### src/rtl/serial_irq_unit.sv
module serial_irq_unit #(
  parameter int DW = 32,
  parameter int AW = 3,
  parameter logic [AW-1:0] CTRL_ADDR = 3'd0,
  parameter logic [AW-1:0] STAT_ADDR = 3'd4
) (
  input  logic          clk,
  input  logic          rst_n,
  input  logic          bus_wr,
  input  logic [AW-1:0] bus_addr,
  input  logic [DW-1:0] bus_wdata,
  output logic [DW-1:0] bus_rdata,
  input  logic          ev_rx_thr,
  input  logic          ev_tx_empty,
  input  logic          ev_word_end,
  input  logic          ev_xfer_end,
  input  logic          ev_overflow,
  input  logic          ev_underrun,
  output logic          irq
);

  localparam int B_RXT  = 0;
  localparam int B_TXE  = 4;
  localparam int B_WEND = 8;
  localparam int B_XEND = 9;
  localparam int B_OVF  = 12;
  localparam int B_UND  = 13;
  localparam int B_GATE = 19;

  localparam logic [DW-1:0] SRC_MASK =
    (DW'(1) << B_RXT) | (DW'(1) << B_TXE) | (DW'(1) << B_WEND) |
    (DW'(1) << B_XEND) | (DW'(1) << B_OVF) | (DW'(1) << B_UND);
  localparam logic [DW-1:0] CTRL_MASK = SRC_MASK | (DW'(1) << B_GATE);

  logic [DW-1:0] ctrl_q, stat_q, set_v, clr_v;
  logic          ctrl_we, stat_we, irq_q;

  assign ctrl_we = bus_wr && (bus_addr == CTRL_ADDR);
  assign stat_we = bus_wr && (bus_addr == STAT_ADDR);

  always_comb begin
    set_v = '0;
    set_v[B_RXT]  = ev_rx_thr && ctrl_q[B_GATE];
    set_v[B_TXE]  = ev_tx_empty;
    set_v[B_WEND] = ev_word_end;
    set_v[B_XEND] = ev_xfer_end;
    set_v[B_OVF]  = ev_overflow;
    set_v[B_UND]  = ev_underrun;
  end

  assign clr_v = stat_we ? (bus_wdata & SRC_MASK) : '0;

  always_ff @(posedge clk or negedge rst_n) begin
    if (!rst_n) begin
      ctrl_q <= '0;
      stat_q <= '0;
      irq_q  <= 1'b0;
    end else begin
      if (ctrl_we) ctrl_q <= bus_wdata & CTRL_MASK;
      stat_q <= ((stat_q & ~clr_v) | set_v) & SRC_MASK;
      irq_q  <= |(stat_q & ctrl_q & SRC_MASK);
    end
  end

  assign irq = irq_q;
  assign bus_rdata = (bus_addr == CTRL_ADDR) ? ctrl_q :
                     (bus_addr == STAT_ADDR) ? stat_q : '0;


  event_beats_clear_chk: assert property (@(posedge clk) disable iff (!rst_n)
    ev_underrun |=> stat_q[B_UND]);


  rx_gate_chk: assert property (@(posedge clk) disable iff (!rst_n)
    (!ctrl_q[B_GATE] && !stat_q[B_RXT]) |=> !stat_q[B_RXT]);


  w1c_chk: assert property (@(posedge clk) disable iff (!rst_n)
    (stat_we && bus_wdata[B_OVF] && !ev_overflow) |=> !stat_q[B_OVF]);


  sticky_chk: assert property (@(posedge clk) disable iff (!rst_n)
    (stat_q[B_WEND] && !(stat_we && bus_wdata[B_WEND])) |=> stat_q[B_WEND]);


  irq_rise_chk: assert property (@(posedge clk) disable iff (!rst_n)
    (stat_q[B_XEND] && ctrl_q[B_XEND]) |=> irq);


  irq_masked_chk: assert property (@(posedge clk) disable iff (!rst_n)
    ((ctrl_q & SRC_MASK) == '0) |=> !irq);

endmodule

### config.mk
export PLATFORM = sky130hd
export DESIGN_NAME = serial_irq_unit
export DESIGN_NICKNAME = d
export VERILOG_FILES = /design/src/rtl/serial_irq_unit.sv
export SDC_FILE = /design/constraint.sdc
export NUM_CORES = 1
export LEC_CHECK = 0
export BUFFER_PORTS_ARGS = -buffer_cell sky130_fd_sc_hd__buf_4
export CORE_ASPECT_RATIO = 0.9
export CORE_MARGIN = 3
export CORE_UTILIZATION = 35
export CTS_BUF_LIST = sky130_fd_sc_hd__clkbuf_16
export CTS_CLUSTER_DIAMETER = 50
export CTS_CLUSTER_SIZE = 16
export DETAILED_ROUTE_END_ITERATION = 6
export PLACE_DENSITY = 0.77
export SLEW_MARGIN = 25
export SYNTH_ARGS = -nofsm -noshare
export SYNTH_HDL_FRONTEND = slang
export SYNTH_SLANG_ARGS = --single-unit
### constraint.sdc
create_clock -name clk -period 2.2 [get_ports clk]
set_clock_uncertainty 0.1 [all_clocks]
set_input_delay 0 -clock clk [delete_from_list [all_inputs] [get_ports clk]]
set_output_delay 0 -clock clk [all_outputs]
set_load 0.03 [all_outputs]
# Word level (Yosys, flattened, before mapping)
# Index checks and enable logic that the tools add are counted.
# word_totals
register_bits	14
n_memories	0
latchBits	0
romBits	0
in_bits	44
ram_bits	0
out_inout_bits	33
# classes
multipliers	0
addsub	0
magnitude_cmp	0
div_mod_pow	0
eq_ne	1
n_reduce_logical	5
shift	0
n_bitwise	4
n_mux	3
# ops
operator	n
$and A14 B14 Y14	2
$mux W14	2
$mux W20	1
$not A14 Y14	1
$or A14 B14 Y14	1
$reduce_or A6 Y1	1
$eq A3 B3 Y1 const B	1
$logic_and A1 B1 Y1	3
$logic_not A3 Y1	1

# Longest topological paths before layout
# logic_depth
depth_word	6
mapped_depth	3

# Least setup slack after synthesis
# Ideal clock, no wire load.
# synth_path
path_kind	input -> output
start	input bus_addr[1]
end	output bus_rdata[19]
slack_ps	921
arrival_ps	1179
cell_stages	3
cell_sequence	or2_2 clkbuf_1 nor3b_1
# synth_via
elab_chain_cells	2
# synth_lines
element	line_no	source
start: declaration	10	input logic [AW-1:0] bus_addr,
$logic_not A3 Y1	66	assign bus_rdata = (bus_addr == CTRL_ADDR) ? ctrl_q :
$mux W20	66	
end: declaration	12	output logic [DW-1:0] bus_rdata,
# Every way passes these cells.

# Final worst setup path
# layout_path
start	input bus_wdata[0]
end	register stat_q[0]
# layout_via
elab_chain_cells	4
# layout_lines
element	line_no	source
start: declaration	11	input logic [DW-1:0] bus_wdata,
$mux W14	51	assign clr_v = stat_we ? (bus_wdata & SRC_MASK) : '0;
$not A14 Y14	60	stat_q <= ((stat_q & ~clr_v) | set_v) & SRC_MASK;
$and A14 B14 Y14	60	
$or A14 B14 Y14	60	
end signal: assignment	60	
end: declaration	35	logic [DW-1:0] ctrl_q, stat_q, set_v, clr_v;
# Every way passes these cells.
# A chain may end at the register's enable or synchronous reset.

==> metrics <==
post_cts resized=0; Mapped Area=883 um^2; final wirelength=approximately 1900 um; Crit Reg-Reg Endpoint=stat_q[0]; status=finished, final reports clean; post-DP HPWL=1390 um; Seq/Total Area, Yosys=between 30 and 40%; Worst Hold Class=input port to async pin; crit-path max FO=2; Post-synth EDFFs=0; clock slew at reported path FFs=roughly 50 ps; Least-Margin Pin Slew=557 ps; Reg2Reg Setup Slack=between 800 and 900 ps; Die X-Extent=59.0 um; Setup Viol. Count Final=0; RSZ-0062 raised after global routing=false; Peak Freq=approximately 730 MHz; cells on worst reg2reg path=3; PortBufs=26; max_cap viols=0; total CTS buffers=3; Avg WL per Cell=~12 um; pwr dens=710 nW/um^2; type of destination of the critical path=flip-flop; FF+latch count, synth=14; leakage=0.599 nW; via/cell ratio=4.40; critical setup path kind=input port to flip-flop; routability cong.=0.687; layout cells sized above 1=29.8%; Longest Clk Path Bufs=2; diodes inserted=0; Starting Density=between 30% and 40%; Critical Path Source=bus_wdata[0]; GRT Util Overall=12.6%; crit path DAT=between 1000 and 1500 ps; Final ANT Viol Nets=0; layout net count=176; total congestion overflow=0; Syn Area/Cell=10.0 um^2; Reg-to-Reg Start=stat_q[0]; Setup Fix Bufs, Post-CTS=0; vias=695; antenna violations before repair=0; synthesis-to-layout area growth=39.9%; clk sinks=14; largest net degree at the start of global routing=15; synth top area cells=dfrtp_1 (40%), buf_4 (21%), mux2_2 (8.9%); CP endpoint=stat_q[0]; Slew Limit Headroom=62.7%; Unique masters post-synth=19; row cnt=16; post-route minimum period=1370 ps; Root Driver=clkbuf_16; final count of hold timing violations=0; ys async rst share=100%; Die Height=53.7 um; Post-Syn Instances=between 80 and 90; vias in the first global route=664; DRT Pass-1 Iters=4; TNS Setup=0 ps; clock insertion delay at the later pin of the skew report=240 ps; drt drc=0; worst path required time=2280 ps; CP Launch Type=input port; Core ar.=approximately 2300 um^2; Synth Flop Type=dfrtp_1; fin. max-slew vios=0; top-area cell type share of the netlist area=39.7%; DR iter-0 viols=3; Finished Core Util=between 50% and 60%; peak supply drop=0.000478 V; Tcrit/Tclk final=62.1%; synth warn=0; leading area contributor after synthesis=dfrtp_1; first-pass GRT wire length=approximately 3000 um; CTS tree=built; H-tree depth=1; IO Count=77; Die Area=3160 um^2
## per-layer routing
metal | up-vias | part of all wire (%) | track usage (%) | routed length (um)
li1 | 333 | - | - | -
met1 | 320 | 40 | 14.2 | 756
met2 | 38 | 51 | 23.2 | 963
met3 | 4 | 7.6 | 2.40 | 144
met4 | 0 | 1.3 | 5.66 | 24
met5 | - | 0 | 0 | 0
## through the flow
step           power (mW)  worst slack (ps)  hold slack (ps)  instances  instance area [um^2]
3_3_place_gp        0.517               842             -246        139                  1010
6_report            0.878               834             37.2        158                  1240
4_1_cts             0.884               848             43.5        158                  1240
3_5_place_dp        0.525               798             -241        139                  1010
5_1_grt             0.916               800             77.9        158                  1240
2_1_floorplan       0.493               921             -396        112                   973
## flip-flops by register name (all words and copies together), names as in the netlist
name    flops
stat_q      6
irq         1
ctrl_q      7
## where the power goes
| part | internal (mW) | switching (mW) | leakage [nW] |
|---|---|---|---|
| Clock | 0.240 | 0.101 | 0.0385 |
| Sequential | 0.291 | 0.0238 | 0.147 |
| Combinational | 0.0931 | 0.129 | 0.413 |
## repair_timing
| item | CTS | global route |
|---|---|---|
| hold buffers | 15 | 0 |
| endpoints found under the hold margin | 27 | 0 |
| setup endpoints to repair | 0 | 0 |
## cells in the final DEF, fill, tap and decap left out
cell type / instances
inv_1: 6
mux2_2: 7
clkinv_1: 1
o211ai_1: 1
nor4b_4: 1
nor2_1: 11
nand2_1: 1
nor3b_1: 1
a22oi_1: 3
dfrtp_1: 14
conb_1: 25
a31oi_1: 5
dlygate4sd3_1: 15
clkbuf_16: 3
buf_4: 27
mux2i_1: 6
nand3_1: 1
or2_2: 1
nor4bb_1: 1
nand2b_1: 1
## synthesized netlist by cell type, types with 3 or more instances
cell / number
nor2_1: 11
mux2_2: 7
dfrtp_1: 14
buf_4: 25
a22oi_1: 3
a31oi_1: 5
inv_1: 6
mux2i_1: 6
## cell families (layout without fill, tap and decap cells)
family	count (synthesis)	after routing	share of synthesized area, %
muxes	13	13	15.7
DFF	14	14	39.7
AOI/OAI and AO/OA	9	9	6.94
other	1	25	0.425
and+or+nand+nor	18	18	11.8
buffers and inverters	33	52	25.5
## area by class of cell
cell class / instances / area [um^2]
fillers: 204 / 1050
multi-input cells: 65 / 398
repair buffers: 42 / 353
flip-flops and latches: 14 / 350
clock buffers: 3 / 75.1
well taps: 27 / 33.8
inverters: 6 / 22.5
clock inverters: 1 / 3.75
## worst max-delay path, cell delays in order
cell and delay, ps:
dlygate4sd3_1 530, buf_4 130, nand2b_1 130, o211ai_1 70
dlygate4sd3_1 570
## worst min path at each step
stage | start | to | slack [ps] | cells after the start
floorplan | rst_n | ctrl_q[0] | -400 | 0
global placement | rst_n | ctrl_q[19] | -250 | 1
detailed placement | rst_n | ctrl_q[19] | -240 | 1
CTS | rst_n | ctrl_q[19] | 40 | 2
global route | rst_n | ctrl_q[4] | 80 | 2
finish | rst_n | stat_q[13] | 40 | 2
No activity file was read; power rests on OpenSTA's default activity.
